===== config.mk =====
export PLATFORM = sky130hd
export DESIGN_NAME = rtc_serial_slave
export DESIGN_NICKNAME = d
export VERILOG_FILES = /design/src/rtl/rtc_serial_slave.sv
export SDC_FILE = /design/constraint.sdc
export NUM_CORES = 1
export LEC_CHECK = 0
export ABC_AREA = 1
export BUFFER_PORTS_ARGS = -buffer_cell sky130_fd_sc_hd__buf_4
export CAP_MARGIN = 20
export CORE_ASPECT_RATIO = 0.7
export CORE_UTILIZATION = 43
export CTS_CLUSTER_SIZE = 28
export DETAILED_ROUTE_END_ITERATION = 10
export SLEW_MARGIN = 30
export SYNTH_ARGS = -nofsm -noshare
export SYNTH_HDL_FRONTEND = slang
export SYNTH_SLANG_ARGS = --single-unit

===== constraint.sdc =====
create_clock -name clk -period 3.89 [get_ports clk]
set_input_delay 0 -clock clk [delete_from_list [all_inputs] [get_ports clk]]
set_output_delay 0 -clock clk [all_outputs]
set_load 0.01 [all_outputs]

===== src/rtl/rtc_serial_slave.sv =====
module rtc_serial_slave #(
  parameter int          RAM_DEPTH  = 32,
  parameter logic [7:0]  STATUS_RST = 8'h90,
  parameter logic [7:0]  CTRL_VAL   = 8'h00,
  parameter logic [7:0]  DAY_BCD    = 8'h15,
  parameter logic [7:0]  MONTH_BCD  = 8'h07,
  parameter logic [7:0]  YEAR_BCD   = 8'h24
) (
  input  logic clk,
  input  logic rst_n,
  input  logic ce,
  input  logic sclk,
  input  logic sdi,
  input  logic tick,
  output logic sdo,
  output logic sdo_oe,
  output logic irq
);
  localparam int         AW        = $clog2(RAM_DEPTH);
  localparam logic [4:0] LAST_BIT  = 5'd15;
  localparam logic [4:0] FULL      = 5'd16;
  localparam logic [7:0] WR_BASE   = 8'h80;
  localparam logic [7:0] EVT_MASK  = 8'h18;

  logic                          sclk_q;
  logic [4:0]                    cnt_q;
  logic [7:0]                    cmd_q, val_q;
  logic [RAM_DEPTH-1:0][7:0]     ram_q;
  logic [7:0]                    status_q;
  logic [7:0]                    sec_q, min_q, hour_q;

  wire       fall    = ce & sclk_q & ~sclk;
  wire       commit  = fall && (cnt_q == LAST_BIT);
  wire [7:0] val_nxt = {val_q[6:0], sdi};
  wire       is_wr   = (cmd_q >= WR_BASE) && (cmd_q < WR_BASE + 8'(RAM_DEPTH));
  wire       is_clr  = (cmd_q == 8'hB1);
  wire [7:0] wr_off  = cmd_q - WR_BASE;
  wire [AW-1:0] wr_addr = wr_off[AW-1:0];
  wire [AW-1:0] rd_addr = cmd_q[AW-1:0];
  wire       data_ph = (cnt_q >= 5'd8) && (cnt_q < FULL);

  logic       rd_ok;
  logic [7:0] rd_byte;

  always_comb begin
    rd_ok   = 1'b1;
    rd_byte = 8'h00;
    if (cmd_q < 8'(RAM_DEPTH)) rd_byte = ram_q[rd_addr];
    else begin
      case (cmd_q)
        8'h20:   rd_byte = sec_q;
        8'h21:   rd_byte = min_q;
        8'h22:   rd_byte = hour_q;
        8'h24:   rd_byte = DAY_BCD;
        8'h25:   rd_byte = MONTH_BCD;
        8'h26:   rd_byte = YEAR_BCD;
        8'h30:   rd_byte = status_q;
        8'h31:   rd_byte = CTRL_VAL;
        default: begin
          rd_byte = 8'h00;
          rd_ok   = (cmd_q[7:4] == 4'h2);
        end
      endcase
    end
  end

  assign sdo_oe = ce & data_ph & rd_ok;
  assign sdo    = sdo_oe & rd_byte[~cnt_q[2:0]];
  assign irq    = |(status_q & EVT_MASK);

  always_ff @(posedge clk or negedge rst_n) begin
    if (!rst_n) sclk_q <= 1'b0;
    else        sclk_q <= sclk;
  end

  always_ff @(posedge clk or negedge rst_n) begin
    if (!rst_n) begin
      cnt_q <= '0;
      cmd_q <= '0;
      val_q <= '0;
    end else if (!ce) begin
      cnt_q <= '0;
      cmd_q <= '0;
      val_q <= '0;
    end else if (fall && cnt_q < FULL) begin
      cnt_q <= cnt_q + 5'd1;
      if (cnt_q < 5'd8) cmd_q <= {cmd_q[6:0], sdi};
      else              val_q <= val_nxt;
    end
  end

  always_ff @(posedge clk or negedge rst_n) begin
    if (!rst_n) ram_q <= '0;
    else if (commit && is_wr) ram_q[wr_addr] <= val_nxt;
  end

  always_ff @(posedge clk or negedge rst_n) begin
    if (!rst_n) status_q <= STATUS_RST;
    else if (commit && is_clr && val_nxt[2]) status_q <= status_q & ~EVT_MASK;
  end

  function automatic logic [7:0] bcd_step(input logic [7:0] v, input logic [7:0] top);
    if (v == top)          return 8'h00;
    else if (v[3:0] == 4'd9) return {v[7:4] + 4'd1, 4'd0};
    else                   return {v[7:4], v[3:0] + 4'd1};
  endfunction

  wire sec_wrap = tick && (sec_q == 8'h59);
  wire min_wrap = sec_wrap && (min_q == 8'h59);

  always_ff @(posedge clk or negedge rst_n) begin
    if (!rst_n) begin
      sec_q  <= 8'h00;
      min_q  <= 8'h00;
      hour_q <= 8'h00;
    end else begin
      if (tick)     sec_q  <= bcd_step(sec_q, 8'h59);
      if (sec_wrap) min_q  <= bcd_step(min_q, 8'h59);
      if (min_wrap) hour_q <= bcd_step(hour_q, 8'h23);
    end
  end
endmodule



==> impl_results.md, run 1 <==
* Status: completed
* Setup violations, final at 0
* Area of the multi-input gates at 6050 um2
* CP required at 3890 ps
* CP startpoint: cmd_q[1]
* Maximum fanout along the worst path at 44
* Max VDD drop at 0.000335 V
* Cell accounting for the most synthesized area: dfrtp_1
* Library cells used by synthesis at 41
* Die area at 34900 um2
* First-pass GRT wire length at 66.8 mm
* Final wirelength at 41.6 mm
* Worst Skew at 10.2 ps
* Residual DRC at 0
* Initial antenna violation count at 1
* Final HPWL DP at 26.4 mm
* Post-synth top area share at 0.513
* Vias in the first global route at 11476
* Tightest Pin Transition at 923 ps
* Critical path type: flip-flop to primary output
* Die height at 157 um
* Final worst path period share at 0.920
* Inserted Clock Buffers at 30
* Ports at 9
* Drt wl/cell at 17.8 um
* Global route overflow at 0
* Synth top area cells: dfrtp_1 (51%), nand2_1 (15%), o21ai_0 (10%), nor2_1 (6.7%), inv_1 (3.8%)
* Post-CTS setup buffer count at 0
* Max Cap Violations at 0
* Fill count at 3261
* Initial Utilization at 0.438
* Lkg Pwr at 7.63 nW
* Core area at 33600 um2
* Synthesized area per cell at 7.67 um2
* Reg2reg setup slack at 1110 ps
* Pre-CTS WS at 988 ps
* Final ANT Viol Nets at 0
* Area delta synth->final at 9.68%
* Tmin final at 3580 ps
* Setup TNS at 0 ps
* Worst setup SP type: flip-flop
* Synth Instances at 1915
* TritonCTS clock tree: yes
* TritonRoute pass-1 iters at 6
* Antenna fix cells at 0
* Die X at 223 um
* GPL Wtd Cong at 0.936
* Seq/Total Area, Yosys at 0.515
* Fin. Hold Viols at 0
* CTS sink cnt at 302
* Worst Setup End Kind: primary output
* Cell area after layout at 16100 um2
* WHS at 63.0 ps
* Port Buffers at 8
* Warnings from Yosys at 0
* Pin count of the biggest net entering global routing at 108
* Final #Nets at 1902
* Rows at 56
* Fin. max-slew vios at 0
* Async SR Flop Fraction at 1.00
* CTS Buffer Depth at 3
* Routed vias/inst at 5.29
* Htree depth at 1
* Clock Latency Late Sink at 580 ps
* Total power per unit cell area at 413 nW/um2
* Register Area at 7560 um2
* Post-synth EDFFs at 0
* Fmax achieved at 279 MHz
* Yosys reg bits at 302
* Gr usage total at 0.245
* Syn_nets at 1936
* Layout cells sized above 1 at 0.0584
* Worst r2r src: cnt_q[0]
* Main synth FF type: dfrtp_1
* Final core occ at 0.480
* Clock-pin slew on the worst setup and hold paths at 70 ps
* WP data arrival at 3580 ps
* Hold WC Path Type: input pin to asynchronous set/reset pin
* Worst setup slack after layout at 310 ps
* RSZ-0062 raised after global routing: no
* Clk root buf: clkbuf_16
* DRT iter0 DRCs at 1292
* Vias at 12346
* Post-Syn Area at 14700 um2
* Rel. slew slack at 0.384
* DP Area at 15000 um2
-- critical path, stage by stage (launching register included) --
cell     delay [ps]
dfrtp_1         670
inv_4           250
nand2_4         540
o21ai_0         160
nor2_1          280
nor2_1           90
nor2_1          150
nand2_1         100
nand2_1          70
nand2_1          50
nand2_1          50
nor2_1           40
nand2_1          70
nand3_1         110
a21oi_1         190
buf_4           150
-- final timing paths --
kind | to | cells after the start
setup / recovery | sdo | 15
setup reg to reg | ram_q[249] | 10
hold / removal | ram_q[251] | 2
max in group asynchronous | ram_q[129] | 3
hold reg to reg | ram_q[17] | 2
min in group clk | sclk_q | 2
-- flip-flops by register name (all words and copies together), names as in the netlist --
signal / flops
ram_q: 256
cmd_q: 8
cnt_q: 5
sec_q: 8
hour_q: 8
val_q: 7
min_q: 8
status_q: 1
sclk_q: 1
-- cells by family (layout without fill, tap and decap cells) --
kind of cell | after synthesis | count (layout) | synth area share
compound gates | 351 | 351 | 0.123
fa+ha+maj | 15 | 15 | 0.0128
mux | 1 | 1 | 0.000682
buf+inv | 259 | 244 | 0.0733
xor+xnor | 3 | 3 | 0.00179
flops | 302 | 302 | 0.515
simple gates | 984 | 984 | 0.274
-- per-layer routing --
layer  wire length [um]  GRT usage
met1              20800      0.382
met2              16700      0.347
met3               3270     0.0488
met4                900     0.0532
met5                  0          0
-- cells in the final DEF (no fill, tap or decap), types with 4 or more instances in the layout --
cell	n
bufinv_16	4
nor2_1	262
nand4_1	8
buf_4	25
clkbuf_8	8
clkbuf_16	30
nand2_4	4
nand3_1	80
nor2_4	8
dlygate4sd3_1	6
o2111ai_1	4
dfrtp_1	300
o21ai_1	13
clkbuf_1	5
o22ai_1	10
a31oi_1	4
inv_2	8
ha_1	15
nand2_1	593
inv_1	146
o21ai_0	292
o31ai_1	5
nor3_1	13
a21oi_1	22
-- area by class of cell --
cell class              instances  share of cell area
flip-flops and latches        302               0.469
clock inverters                 8             0.00940
repair buffers                 35              0.0200
well taps                     435              0.0338
multi-input cells            1354               0.376
clock buffers                  43              0.0546
inverters                     158              0.0371
-- cells in the mapped netlist, types with 2 or more instances --
cell type,n
nand2_4,4
nor3_1,13
a31oi_1,4
buf_6,6
clkbuf_1,64
a21oi_1,22
nand3_1,80
nand2_1,593
o2111ai_1,4
nand4_1,8
xor2_1,3
nor2_2,3
and3_1,2
inv_1,147
nor2_8,2
nor2_1,262
o31ai_1,5
buf_2,19
dfrtp_1,301
o21ai_1,13
nor2_4,8
inv_4,2
ha_1,15
buf_1,4
o22ai_1,10
buf_4,8
o21ai_0,292
inv_2,8
-- report_power, final --
part           switching (mW)  internal [mW]
Combinational           0.243         0.0959
Clock                    1.26           1.82
Sequential             0.0556           3.18
-- timing repair --
item                                   in CTS  in global routing
hold buffers                                6                  0
resized for setup                           0                  0
endpoints found under the hold margin     137                  0
-- stage by stage --
stage | cells | power (mW)
3_5_place_dp | 2278 | 3.63
4_1_cts | 2335 | 6.71
5_1_grt | 2335 | 6.89
2_1_floorplan | 1915 | 3.48
6_report | 2335 | 6.66
3_3_place_gp | 2278 | 3.63
(Power assumes the default switching activity.)
==> run 2: changes to the inputs <==
--- a/config.mk
+++ b/config.mk
@@ -12,6 +12,7 @@
 export CORE_UTILIZATION = 43
 export CTS_CLUSTER_SIZE = 28
 export DETAILED_ROUTE_END_ITERATION = 10
+export REMOVE_ABC_BUFFERS = 1
 export SLEW_MARGIN = 30
 export SYNTH_ARGS = -nofsm -noshare
 export SYNTH_HDL_FRONTEND = slang
==> impl_results.md, run 2 (same netlist as run 1, synthesis figures left out) <==
* Die X at 223 um
* Most frequent cells in the layout: nand2_1 (593), dfrtp_1 (300), o21ai_0 (292)
* Met1 GRT Util at 0.407
* Commonest non-fill, non-tap cell in the layout: nand2_1
* Most Crowded Layer GR: met1
* First-pass GRT wire length at 69.0 mm
* Antenna fix cells at 0
* M2 GR Usage at 0.344
* Worst setup SP type: flip-flop
* Ports at 9
* Fmax achieved at 285 MHz
* Status: completed
* Worst Skew at 14.4 ps
* Global route overflow at 0
* Rel. slew slack at 0.337
* P_sw at 1.58 mW
* Final #Nets at 1903
* GPL Wtd Cong at 0.932
* Post-CTS setup buffer count at 0
* Die area at 34900 um2
* Combinational share of power at 0.054
* Vias at 12342
* Tightest Pin Transition at 994 ps
* Htree depth at 1
* Maximum fanout along the worst path at 44
* Inserted Clock Buffers at 30
* Net Sw Frac at 0.239
* DRT iter0 DRCs at 1451
* Area delta synth->final at 9.72%
* Clk root buf: clkbuf_16
* Total internal power at 5.02 mW
* Fin. Hold Viols at 0
* Core area at 33600 um2
* Reg2reg setup slack at 1090 ps
* Final worst path period share at 0.902
* Max VDD drop at 0.000318 V
* Critical path type: flip-flop to primary output
* Gr usage total at 0.258
* CTS sink cnt at 302
* Total power per unit cell area at 410 nW/um2
* Setup violations, final at 0
* Lkg Pwr at 7.63 nW
* CP required at 3890 ps
* Top reg by flops: ram_q
* Residual DRC at 0
* Pwr Total at 6.60 mW
* Initial antenna violation count at 1
* Rows at 56
* Final HPWL DP at 28.6 mm
* WP data arrival at 3510 ps
* Clock Latency Late Sink at 580 ps
* Final wirelength at 43.8 mm
* Drt wl/cell at 18.7 um
* DP Area at 15000 um2
* RSZ-0062 raised after global routing: no
* Vias in the first global route at 11464
* TritonRoute pass-1 iters at 6
* CTS resizes at 0
* Pin count of the biggest net entering global routing at 110
* CTS Buffer Depth at 3
* Cell area after layout at 16100 um2
* Final ANT Viol Nets at 0
* Tmin final at 3510 ps
* TritonCTS clock tree: yes
* GR Util met3 at 0.0697
* Initial Utilization at 0.438
* Clock-pin slew on the worst setup and hold paths at 60 ps
* Max FFs per register at 256
* Worst Setup End Kind: primary output
* Die height at 157 um
* Max Cap Violations at 0
* Clock network fraction of total power at 0.456
* Port Buffers at 8
* Seq pwr share at 0.490
* Layout cells sized above 1 at 0.0604
* Setup TNS at 0 ps
* Routed vias/inst at 5.28
* Hold WC Path Type: input pin to flip-flop
* Fin. max-slew vios at 0
==> run 2: cell count changes in the layout (fill, tap and decap cells not counted), sizes merged <==
cell / delta
clkinvlp: +2
clkinv: +2
bufinv: -1
inv: +1
dlygate4sd3: +1
clkbuf: -2
==> run 2: power groups by stage <==
stage	logic [mW]	clock network [mW]	registers, mW
floorplan	0.183	0	3.28
global placement	0.351	0	3.29
detailed placement	0.350	0	3.29
CTS	0.355	3.07	3.23
global route	0.409	3.19	3.24
finish	0.356	3.01	3.23
==> run 2: path summary, 6_finish.rpt <==
check | start | endpoint | depth (start not counted)
min in group asynchronous | rst_n | ram_q[211] | 3
max | cmd_q[1] | sdo | 15
max reg2reg | cmd_q[2] | ram_q[21] | 5
max in group asynchronous | rst_n | ram_q[179] | 5
min | sclk | sclk_q | 2
min reg2reg | ram_q[176] | ram_q[176] | 2
==> run 2: through the flow <==
step	utilization	setup WS [ps]	cells	hold WS, ps
floorplan	-	781	1814	-296
global placement	0.447	1160	2277	133
detailed placement	0.447	1120	2277	135
CTS	0.479	509	2336	80.2
global route	0.480	233	2338	100
finish	0.480	380	2338	99.9
==> run 2: layer usage <==
layer,part of all wire,vias to the layer above
li1,-,5994
met1,0.50,5825
met2,0.39,461
met3,0.096,62
met4,0.018,0
met5,0,-
==> run 2: critical path: stages (launching register included) <==
cell	delay (ps)
dfrtp_1	470
inv_4	330
nand2_4	430
o21ai_0	590
nor2_1	100
nor2_1	170
nor2_1	70
nand2_1	60
nand2_1	50
nand2_1	50
nand2_1	50
nor2_1	100
nand2_1	70
nand3_1	110
a21oi_1	90
buf_4	150
==> run 2: cell type report <==
type	instances	area, um2
Fill cell	3347	17400
Sequential cell	302	7560
Multi-Input combinational cell	1354	6050
Clock buffer	41	863
Inverter	158	598
Tap cell	435	544
Timing Repair Buffer	36	353
Clock inverter	12	144
==> run 2: repair_timing <==
item	4_1_cts	5_1_grt
setup endpoints to repair	0	0
hold endpoints to repair	136	35
hold buffers	6	1
==> run 3: changes to the inputs <==
--- a/config.mk
+++ b/config.mk
@@ -5,7 +5,6 @@
 export SDC_FILE = /design/constraint.sdc
 export NUM_CORES = 1
 export LEC_CHECK = 0
-export ABC_AREA = 1
 export BUFFER_PORTS_ARGS = -buffer_cell sky130_fd_sc_hd__buf_4
 export CAP_MARGIN = 20
 export CORE_ASPECT_RATIO = 0.7
==> impl_results.md, run 3 <==
* Max Cap Violations at 0
* Pwr Total at 6.34 mW
* CP peak stage delay at 780 ps
* Post-Syn Area at 14500 um2
* Setup TNS at 0 ps
* Final worst path period share at 0.926
* Fmax achieved at 278 MHz
* DP Area at 15100 um2
* Combinational share of power at 0.041
* Gr usage total at 0.222
* Die height at 155 um
* Fin. max-slew vios at 0
* Async SR Flop Fraction at 1.00
* Maximum fanout along the worst path at 24
* Worst setup SP type: flip-flop
* Layout cells sized above 1 at 0.369
* Lkg Pwr at 7.49 nW
* GPL Wtd Cong at 0.918
* Final wirelength at 36.7 mm
* Commonest cells in the synthesized netlist: dfrtp_1 (301), mux2_2 (251), nand2_1 (78), mux4_2 (58), clkbuf_1 (53)
* Port Buffers at 8
* Routed vias/inst at 5.98
* Net Sw Frac at 0.233
* CTS Buffer Depth at 3
* CP required at 3890 ps
* TritonRoute pass-1 iters at 4
* Residual DRC at 0
* Pin count of the biggest net entering global routing at 98
* Vias in the first global route at 9118
* Yosys reg bits at 302
* DRT iter0 DRCs at 788
* Die area at 34400 um2
* Global route overflow at 0
* Clk root buf: clkbuf_16
* Tightest Pin Transition at 677 ps
* Die X at 221 um
* Critical path type: flip-flop to primary output
* Initial Utilization at 0.443
* Area delta synth->final at 11.4%
* Final #Nets at 1106
* WHS at 22.9 ps
* Vias at 9178
* WP data arrival at 3600 ps
* Post-synth top area share at 0.520
* Fill count at 2821
* Final ANT Viol Nets at 0
* Fin. Hold Viols at 0
* Main synth FF type: dfrtp_1
* Critical Path Most Common Cell: buf_4
* P_sw at 1.48 mW
* Max FFs per register at 256
* Seq pwr share at 0.511
* Rows at 55
* Final core occ at 0.493
* Most frequent cells in the layout: dfrtp_1 (298), mux2_2 (251), nand2_1 (78)
* Clock Latency Late Sink at 560 ps
* Htree depth at 1
* Post-CTS setup buffer count at 0
* Seq/Total Area, Yosys at 0.522
* Top reg by flops: ram_q
* Inserted Clock Buffers at 29
* Total power per unit cell area at 393 nW/um2
* Total internal power at 4.86 mW
* Tmin final at 3600 ps
* TritonCTS clock tree: yes
* Count leader, synth: dfrtp_1
* Warnings from Yosys at 0
* Cell area after layout at 16100 um2
* Commonest non-fill, non-tap cell in the layout: dfrtp_1
* Library cells used by synthesis at 58
* Clock-pin slew on the worst setup and hold paths at 70 ps
* Hold WC Path Type: input pin to asynchronous set/reset pin
* Worst Skew at 12.4 ps
* Antenna fix cells at 0
* Setup violations, final at 0
* Max VDD drop at 0.000387 V
* First-pass GRT wire length at 58.3 mm
* Rel. slew slack at 0.548
* Final HPWL DP at 23.7 mm
* CP cell instances: buf_4 -> mux4_2 -> a22o_1 -> o21ai_0 -> o2111ai_1 -> a31oi_1 -> nand3_1 -> a31o_2 -> buf_4
* Highest-delay cell along the critical path: dfrtp_4
* Initial antenna violation count at 0
* Ports at 9
* Worst Setup End Kind: primary output
* Core area at 32700 um2
* Synth Instances at 1076
* RSZ-0062 raised after global routing: no
* Drt wl/cell at 23.9 um
* Status: completed
* Post-synth EDFFs at 0
* Clock network fraction of total power at 0.447
* Synth top area cells: dfrtp_1 (52%), mux2_2 (20%), mux4_2 (9.0%), nand2_1 (2.0%), mux2i_1 (1.8%)
* CTS sink cnt at 302
* CTS resizes at 0
* Cell accounting for the most synthesized area: dfrtp_1
* Synthesized area per cell at 13.5 um2
-- run 3: changes by cell type in the layout (fill, tap and decap cells not counted), moves of 13 or more --
cell | before | now
nand2_1 | 593 | 78
o21ai_1 | 13 | 0
o21ai_0 | 292 | 36
nand3_1 | 80 | 19
mux2_2 | 0 | 251
buf_4 | 24 | 38
nor2b_1 | 0 | 19
inv_1 | 144 | 15
nor2_1 | 262 | 16
mux4_2 | 0 | 58
mux2i_1 | 1 | 26
-- run 3: final timing paths --
kind | slack (ps) | end | from | cells after the start
max reg2reg | 530 | ram_q[140] | cnt_q[1] | 9
min reg2reg | 490 | ram_q[210] | ram_q[210] | 1
max | 290 | sdo | cmd_q[0] | 9
min in group clk | 130 | sclk_q | sclk | 2
min | 20 | ram_q[216] | rst_n | 2
max in group asynchronous | 2880 | ram_q[36] | rst_n | 3
-- run 3: metal layers --
layer / global-route usage / vias up / routed length, um
met5: 0 / - / 0
met4: 0.0360 / 0 / 540
met3: 0.0529 / 42 / 2470
met2: 0.303 / 240 / 14800
met1: 0.355 / 4867 / 18800
li1: - / 4029 / -
-- run 3: cell type report --
type                       instances  area [um2]  share of cell area
clock buffer                      43         858              0.0532
tap                              427         534              0.0331
inverter                          15        56.3             0.00349
timing repair buffer              49         440              0.0273
multi-input combinational        688        6580               0.408
clock inverter                    10        86.3             0.00536
sequential                       302        7560               0.469
-- run 3: critical path, delay by kind of cell, from the launching register on --
| family | cells | cell delay (ps) |
|---|---|---|
| AND/OR/NAND/NOR | 1 | 120 |
| multiplexers | 1 | 560 |
| buffers and inverters | 2 | 460 |
| flip-flops | 1 | 780 |
| AO/OA/AOI/OAI | 5 | 1120 |
-- run 3: stage by stage --
step	cells	setup slack, ps
finish	1534	288
floorplan	1005	-711
global route	1534	72.6
CTS	1534	244
detailed placement	1475	582
global placement	1475	632
-- run 3: logic make-up (layout without fill, tap and decap cells) --
group	after synthesis	after routing	share of synthesized area
AOI/OAI and AO/OA	125	125	0.0581
xor gates and xnor gates	2	2	0.00121
adders and majority gates	15	15	0.0130
buffers and inverters	86	117	0.0232
DFF	302	302	0.522
muxes	346	346	0.312
and+or+nand+nor	200	200	0.0702
-- run 3: power by group through the flow --
stage          clock [mW]  combinational [mW]  sequential, mW
6_report             2.84               0.262            3.24
5_1_grt              3.01               0.306            3.25
4_1_cts              2.90               0.267            3.24
3_5_place_dp            0               0.262            3.30
3_3_place_gp            0               0.259            3.30
2_1_floorplan           0               0.125            3.29
-- run 3: timing repair --
item	4_1_cts	5_1_grt
endpoints found under the setup margin	0	0
hold buffers	6	0
hold endpoints to repair	119	0
